<file path="src/rtl/wup_pkg.sv">
`timescale 1ns/1ps
package wup_pkg;
    parameter int WORDS   = 8;
    parameter int PC_W    = 32;
    parameter int IDX_LO  = 4;
    parameter int IDX_W   = 6;
    parameter int TAG_W   = 4;
    parameter int LINES   = 8;

    localparam int WOFF_W  = $clog2(WORDS);
    localparam int LINE_W  = $clog2(LINES);
    localparam int ENTRIES = 1 << IDX_W;

    typedef logic [WORDS-1:0] wmask_t;

    typedef struct packed {
        logic [IDX_W-1:0] idx;
        logic [TAG_W-1:0] tag;
    } ctx_t;

    typedef struct packed {
        logic             valid;
        logic [TAG_W-1:0] tag;
        wmask_t           mask;
    } pent_t;

    typedef struct packed {
        logic   valid;
        ctx_t   ctx;
        wmask_t fetched;
        wmask_t used;
    } lstate_t;

    function automatic ctx_t ctx_of(input logic [PC_W-1:0] pc);
        ctx_t c;
        c.idx = pc[IDX_LO +: IDX_W];
        c.tag = pc[IDX_LO+IDX_W +: TAG_W];
        return c;
    endfunction

    function automatic wmask_t word_bit(input logic [WOFF_W-1:0] w);
        return wmask_t'(1) << w;
    endfunction
endpackage

</file>
<file path="src/rtl/wup_table.sv">
`timescale 1ns/1ps
module wup_table
    import wup_pkg::*;
(
    input  logic   clk,
    input  logic   rst,
    input  ctx_t   lk_ctx,
    output logic   lk_hit,
    output wmask_t lk_mask,
    input  logic   wr_en,
    input  ctx_t   wr_ctx,
    input  wmask_t wr_mask
);
    pent_t tbl [ENTRIES];
    pent_t sel;

    always_ff @(posedge clk) begin
        if (rst) begin
            for (int i = 0; i < ENTRIES; i++) tbl[i] <= '0;
        end else if (wr_en) begin
            tbl[wr_ctx.idx] <= '{valid: 1'b1, tag: wr_ctx.tag, mask: wr_mask};
        end
    end

    // same-entry write is forwarded to the lookup
    always_comb begin
        if (wr_en && (wr_ctx.idx == lk_ctx.idx))
            sel = '{valid: 1'b1, tag: wr_ctx.tag, mask: wr_mask};
        else
            sel = tbl[lk_ctx.idx];
        lk_hit  = sel.valid && (sel.tag == lk_ctx.tag);
        lk_mask = sel.mask;
    end

    p_write_lands_r6: assert property (@(posedge clk) disable iff (rst)
        wr_en |=> (tbl[$past(wr_ctx.idx)].valid &&
                   tbl[$past(wr_ctx.idx)].mask == $past(wr_mask) &&
                   tbl[$past(wr_ctx.idx)].tag  == $past(wr_ctx.tag)));
endmodule

</file>
<file path="src/rtl/wup_lines.sv">
`timescale 1ns/1ps
module wup_lines
    import wup_pkg::*;
(
    input  logic              clk,
    input  logic              rst,
    input  logic              fill_en,
    input  logic [LINE_W-1:0] fill_line,
    input  ctx_t              fill_ctx,
    input  wmask_t            fill_mask,
    input  logic [WOFF_W-1:0] fill_word,
    input  logic              ev_en,
    input  logic [LINE_W-1:0] ev_line,
    output logic              ev_hit,
    output ctx_t              ev_ctx,
    output wmask_t            ev_used,
    input  logic              acc_en,
    input  logic [LINE_W-1:0] acc_line,
    input  logic [WOFF_W-1:0] acc_word,
    output logic              mis_valid,
    output logic [LINE_W-1:0] mis_line,
    output logic [WOFF_W-1:0] mis_word
);
    lstate_t lines [LINES];
    lstate_t ev_st, acc_st;
    wmask_t  acc_bit;
    logic    acc_ok, acc_miss;

    always_comb begin
        ev_st   = lines[ev_line];
        ev_hit  = ev_en && ev_st.valid;
        ev_ctx  = ev_st.ctx;
        ev_used = ev_st.used;

        acc_st   = lines[acc_line];
        acc_bit  = word_bit(acc_word);
        // fill > evict > access on one slot; dead slots ignored
        acc_ok   = acc_en && acc_st.valid &&
                   !(fill_en && fill_line == acc_line) &&
                   !(ev_en && ev_line == acc_line);
        acc_miss = acc_ok && ((acc_st.fetched & acc_bit) == '0);
    end

    always_ff @(posedge clk) begin
        if (rst) begin
            for (int i = 0; i < LINES; i++) lines[i] <= '0;
            mis_valid <= 1'b0;
            mis_line  <= '0;
            mis_word  <= '0;
        end else begin
            mis_valid <= acc_miss;
            mis_line  <= acc_line;
            mis_word  <= acc_word;
            if (acc_ok) begin
                lines[acc_line].used    <= acc_st.used | acc_bit;
                lines[acc_line].fetched <= acc_st.fetched | acc_bit;
            end
            if (ev_en) lines[ev_line].valid <= 1'b0;
            if (fill_en)
                lines[fill_line] <= '{valid: 1'b1, ctx: fill_ctx,
                                      fetched: fill_mask, used: word_bit(fill_word)};
        end
    end

    p_report_follows_access_r7: assert property (@(posedge clk) disable iff (rst)
        mis_valid |-> $past(acc_en));
    p_fill_resident_r5: assert property (@(posedge clk) disable iff (rst)
        fill_en |=> (lines[$past(fill_line)].valid &&
                     lines[$past(fill_line)].fetched == $past(fill_mask)));
endmodule

</file>
<file path="src/rtl/word_use_predictor.sv">
`timescale 1ns/1ps
module word_use_predictor
    import wup_pkg::*;
(
    input  logic              clk,
    input  logic              rst,
    input  logic              miss_valid,
    input  logic [PC_W-1:0]   miss_pc,
    input  logic [WOFF_W-1:0] miss_word,
    input  logic [LINE_W-1:0] miss_line,
    input  logic              acc_valid,
    input  logic [LINE_W-1:0] acc_line,
    input  logic [WOFF_W-1:0] acc_word,
    input  logic              evict_valid,
    input  logic [LINE_W-1:0] evict_line,
    output logic              pred_valid,
    output logic [WORDS-1:0]  pred_mask,
    output logic              mis_valid,
    output logic [LINE_W-1:0] mis_line,
    output logic [WOFF_W-1:0] mis_word
);
    ctx_t   lk_ctx, ev_ctx;
    logic   lk_hit, ev_hit;
    wmask_t lk_mask, ev_used, fill_mask;

    always_comb begin
        lk_ctx    = ctx_of(miss_pc);
        fill_mask = (lk_hit ? lk_mask : '1) | word_bit(miss_word);
    end

    wup_table u_table (
        .clk     (clk),
        .rst     (rst),
        .lk_ctx  (lk_ctx),
        .lk_hit  (lk_hit),
        .lk_mask (lk_mask),
        .wr_en   (ev_hit),
        .wr_ctx  (ev_ctx),
        .wr_mask (ev_used)
    );

    wup_lines u_lines (
        .clk       (clk),
        .rst       (rst),
        .fill_en   (miss_valid),
        .fill_line (miss_line),
        .fill_ctx  (lk_ctx),
        .fill_mask (fill_mask),
        .fill_word (miss_word),
        .ev_en     (evict_valid),
        .ev_line   (evict_line),
        .ev_hit    (ev_hit),
        .ev_ctx    (ev_ctx),
        .ev_used   (ev_used),
        .acc_en    (acc_valid),
        .acc_line  (acc_line),
        .acc_word  (acc_word),
        .mis_valid (mis_valid),
        .mis_line  (mis_line),
        .mis_word  (mis_word)
    );

    always_ff @(posedge clk) begin
        if (rst) begin
            pred_valid <= 1'b0;
            pred_mask  <= '0;
        end else begin
            pred_valid <= miss_valid;
            pred_mask  <= fill_mask;
        end
    end

    p_answer_next_cycle_r4: assert property (@(posedge clk) disable iff (rst)
        miss_valid |=> pred_valid);
    p_no_spurious_answer_r4: assert property (@(posedge clk) disable iff (rst)
        !miss_valid |=> !pred_valid);
    p_miss_word_forced_r3: assert property (@(posedge clk) disable iff (rst)
        pred_valid |-> pred_mask[$past(miss_word)]);
endmodule

</file>
<file path="config.mk">
export PLATFORM = sky130hd
export DESIGN_NAME = word_use_predictor
export DESIGN_NICKNAME = d
export VERILOG_FILES = /design/src/rtl/wup_pkg.sv /design/src/rtl/wup_table.sv /design/src/rtl/wup_lines.sv /design/src/rtl/word_use_predictor.sv
export SDC_FILE = /design/constraint.sdc
export NUM_CORES = 2
export LEC_CHECK = 0
export BUFFER_PORTS_ARGS = -buffer_cell sky130_fd_sc_hd__buf_2
export CAP_MARGIN = 20
export CELL_PAD_IN_SITES_DETAIL_PLACEMENT = 1
export CELL_PAD_IN_SITES_GLOBAL_PLACEMENT = 1
export CORE_MARGIN = 1
export CORE_UTILIZATION = 55
export CTS_CLUSTER_SIZE = 20
export DETAILED_ROUTE_END_ITERATION = 10
export PLACE_DENSITY = 0.92
export SETUP_SLACK_MARGIN = 0.5
export SLEW_MARGIN = 10
export SYNTH_ARGS = -nofsm -noshare
export SYNTH_HDL_FRONTEND = slang
export SYNTH_SLANG_ARGS = --single-unit
</file>
<file path="constraint.sdc">
create_clock -name clk -period 10.52 [get_ports clk]
set_input_delay 2.63 -clock clk [delete_from_list [all_inputs] [get_ports clk]]
set_output_delay 2.63 -clock clk [all_outputs]
set_load 0.05 [all_outputs]
</file>
==> Word level (Yosys, flattened, before mapping) <==
Memory sizes are Yosys's and may differ from the RTL's.
Index checks and enable logic that the tools add are counted.
Widths: inputs -> output; s select.
{ "classes": {"n_eq_ne": 4, "shift": 2, "n_mux": 28, "bitwise": 4, "n_reduce_logical": 16} }
{ "op_table": {"columns": ["operator", "count"], "rows": [
  ["$mux 27", 3],
  ["$reduce_or 27->1", 3],
  ["$mux 13", 2],
  ["$or 8x8->8", 3],
  ["$mux 1", 16],
  ["$shl 1x3->8 const A", 2],
  ["$reduce_or 13->1", 1],
  ["$logic_and 1x1->1", 9],
  ["$mux 3", 3],
  ["$and 8x8->8", 1],
  ["$logic_not 8->1", 1],
  ["$mux 8", 1],
  ["$eq 3x3->1", 2],
  ["$eq 6x6->1", 1],
  ["$mux 6", 1],
  ["$eq 4x4->1", 1],
  ["$mux 2", 2],
  ["$logic_not 1->1", 2]
]} }
{ "word_totals": {"ff_bits": 16, "ramBits": 1048, "word_cells": 61, "memories": 2} }
{ "memory_table": {"columns": ["name", "depth", "width", "rd", "rd_ports_with_merged_regs", "write_ports", "line_no", "text"], "rows": [
  ["u_table.tbl", 64, 13, 1, 0, 64, "wup_table.sv:14", "pent_t tbl [ENTRIES];"],
  ["u_lines.lines", 8, 27, 2, 0, 8, "wup_lines.sv:24", "lstate_t lines [LINES];"]
]} }

==> Logic depth before layout (Yosys ltp) <==
{ "depth": {"word_depth": 10, "depth_mapped": 15} }

==> Hierarchy <==
From an unflattened synthesis, not the netlist that was laid out.
{ "unflattened": {"hier_cells": 3405, "area_unflattened_um2": 49399.9} }
{ "modules_own_cells": {"columns": ["mod", "n_inst", "cells_per_inst", "area_each_um2"], "rows": [
  ["wup_table", 1, 2460, 37912.6],
  ["wup_lines", 1, 899, 11086.9],
  ["word_use_predictor", 1, 46, 400.4]
]} }

==> Least setup slack after synthesis <==
Ideal clock, no wire load.
{ "synth_timing": {"kind": "in2reg", "startpoint": "input port miss_pc[8]", "endpoint": "memory u_lines.lines[1][15] (netlist name), data pin", "setup_time_ps": 266, "t_arrival_ps": 5580, "required_ps": 10254, "path_slack_ps": 4674, "cell_stages": 11, "n_path_buf": 4, "cell_sequence": "clkbuf_1 > inv_1 > buf_2 > buf_2 > buf_1 > mux4_2 > mux4_2 > mux2i_1 > nand2_1 > a21oi_1 > o21ai_1"} }
{ "synth_rtl": {"columns": ["element", "line_no", "text"], "rows": [
  ["start, declared", "word_use_predictor.sv:8", "input logic [PC_W-1:0] miss_pc,"],
  ["end, declared", "wup_lines.sv:24", null]
]} }

==> out/results.txt <==
outcome = finished clean
Req. time, crit path = 10.93 ns
Layout area overhead = 10.2%
wire length on met2 = 81,600 µm
placed cell count = 4,569
most common cell after layout, fill and taps aside = edfxtp_1
Synth Flop Type = edfxtp_1
crit path launch type = input port
total track usage = 39.5%
Synth Instances = 3,622
Power per Cell Area = 187 nW/µm²
Pleak = 19.0 nW
max-cap violations = 0
most frequent cells in the layout = 976 x edfxtp_1, 921 x nor2_1, 261 x mux4_2
GRT Residual Overflow = 0
final net count = 3,581
count of pins over their slew limit = 0
Worst Path Arrival = 8.54 ns
#FFs+latches synth = 1,064
Rows = 108
CTS tree = done
xor/xnor share of the synthesized area = 0.182%
Synth area leader = edfxtp_1
critical-path cell list = buf_2 -> clkinv_1 -> mux2i_2 -> xnor2_1 -> nor4b_2 -> nand4_1 -> o21ai_0 -> o22ai_1 -> nor4_4 -> buf_4 -> o21ai_0
post-CTS resize count = 0
die area = 88,800 µm²
initial antenna violation count = 18
DR vias = 35,100
drt via density = 7.34
Tcrit/Tclk final = 77.3%
hold_buf cts = 0
clk_skew = 0.0693 ns
DRT Pass-1 Iters = 6
minimum clock period = 8.13 ns
largest cells by area after synthesis = edfxtp_1 61%, mux4_2 12%, nor2_1 7.2%, dfxtp_1 3.7%, clkbuf_1 1.8%
DPL Wire Length = 97,300 µm
final hold violations = 0
met1 WL = 55,900 µm
DRT iter0 DRCs = 5,913
core footprint = 86,800 µm²
slowest cell on the critical path = clkinv_1
chip height = 298 µm
cts bufs inserted = 107
drt drc = 0
Top Ports = 68
Final setup viols = 0
unrepaired setup endpoints after global routing = false
WL per Instance = 36.6 µm
Synth top area share = 60.8%
Pwr Total = 0.00996 W
IO buf count = 45
final setup margin = 2.39 ns
top layer in use = met5
Die W = 298 µm
Max Freq = 0.123 GHz
simple-gate share of the synthesized area = 11.7%
main combinational cell family by area after synthesis = multiplexers
non-filler cells, final = 4,782
Synthesized Nets = 3,674
Max-slew headroom = 15.8%
Synth Area in Compound Gates = 5.54%
cell area after synthesis = 48,200 µm²
layout cells sized above 1 = 17.1%
CP max stage delay = 1.04 ns
crit path kind = in -> reg
met3 WL = 22,400 µm
RePlAce Congestion = 0.892
H-Tree Depth = 3
Syn. warnings = 0
Yosys cell types = 69
pre-CTS setup slack = 2.12 ns
Slew @ Worst Pin = 1.26 ns
worst skew pair latency = 0.73 ns
Root Driver = clkbuf_16
EDFF count, synth = 976
postcts setup bufs = 0
vias in the first global route = 35,900
Synth async-reset ratio = 0%
CP Max Fanout = 72
CP endpoint kind = register
Post-Synth Adder-Cell Area = 0%
CTS sink count = 1,064
first-pass GRT wire length = 254,000 µm
worst vdd ir = 149 µV
worst hold slack = 0.457 ns
CTS Buffer Depth = 3
largest net degree at the start of global routing = 107
Worst path most repeated cell = o21ai_0
TNS Setup = 0 ns
ANT nets after route = 0
Avg Cell Area, Syn = 13.3 µm²
starting density of the core = 55.5%
final WL = 175,000 µm
min-delay worst type = reg -> reg
sequential share of the synthesized area = 64.5%
clk slew on worst S/H paths = 0.06 ns
mux cell area share after synthesis = 14.5%
[per-layer routing]
| metal | up-vias | GRT usage, % |
|---|---|---|
| met5 | - | 0 |
| met4 | 22 | 27.0 |
| met3 | 1025 | 10.8 |
| met2 | 3487 | 61.9 |
| met1 | 17500 | 48.1 |
| li1 | 13100 | - |
[kinds of logic after synthesis]
group / after synthesis
AND/OR/NAND/NOR: 1322
AO/OA/AOI/OAI: 440
XOR/XNOR: 10
multiplexers: 367
buffers and inverters: 419
flip-flops: 1064
[critical path: cells and delay by family]
kind                      cells  cell delay, ns
buffers and inverters         3            2.29
muxes                         1            0.80
and+or+nand+nor               3            1.58
AOI/OAI and AO/OA             3            0.96
xor gates and xnor gates      1            0.20
[cells in the mapped netlist (22+ instances only)]
master,n
nand2_1,131
and3_1,45
buf_2,51
a22oi_1,24
o22ai_1,67
mux4_2,261
mux2_2,35
edfxtp_1,976
clkbuf_1,225
a21oi_1,98
dfxtp_1,88
and2_1,25
mux2i_1,70
o21ai_0,145
buf_1,40
nor2_1,923
nand2b_1,94
nor2b_1,31
inv_1,82
nand3_1,22
[path summary, 6_finish.rpt]
path,start,to,slack (ns),depth (start not counted)
min reg2reg,u_table.tbl[44][12]$_SDFFE_PP1P_,u_table.tbl[44][12]$_SDFFE_PP1P_,0.46,2
max reg2reg,u_lines.lines[0][20]$_SDFFCE_PN0P_,u_lines.lines[3][13]$_DFFE_PP_,5.45,10
max,evict_line[0],u_lines.lines[3][13]$_DFFE_PP_,2.39,11
min,u_table.tbl[44][12]$_SDFFE_PP1P_,u_table.tbl[44][12]$_SDFFE_PP1P_,0.46,2
[metrics by stage]
stage	area [µm²]	utilization [%]
3_3_place_gp	49200	56.8
2_1_floorplan	48200	-
3_5_place_dp	49200	56.8
4_1_cts	53000	61.1
6_report	53100	61.2
5_1_grt	53100	61.2
[state kept, by name, indices dropped and copies added, names as in the netlist]
register and flops:
pred_mask 8, pred_valid 1, u_lines.lines 216, u_lines.mis_line 3, u_lines.mis_valid 1, u_lines.mis_word 3
u_table.tbl 832
[report_power, final]
part,leakage (nW),switching (W),internal [W]
sequential,10.7,0.0000747,0.00477
combinational,6.45,0.000695,0.000263
clock,1.81,0.00180,0.00235
total,19.0,0.00257,0.00739
[layout make-up]
cell class              instances  area [µm²]
repair buffers                132        1010
well taps                    1155        1450
inverters                      85         319
flip-flops and latches       1064       31100
diodes                          5        12.5
clock inverters                61         826
fillers                      8049       33600
clock buffers                 141        2910
multi-input cells            2139       15500
No activity file was read; power rests on OpenSTA's default activity.
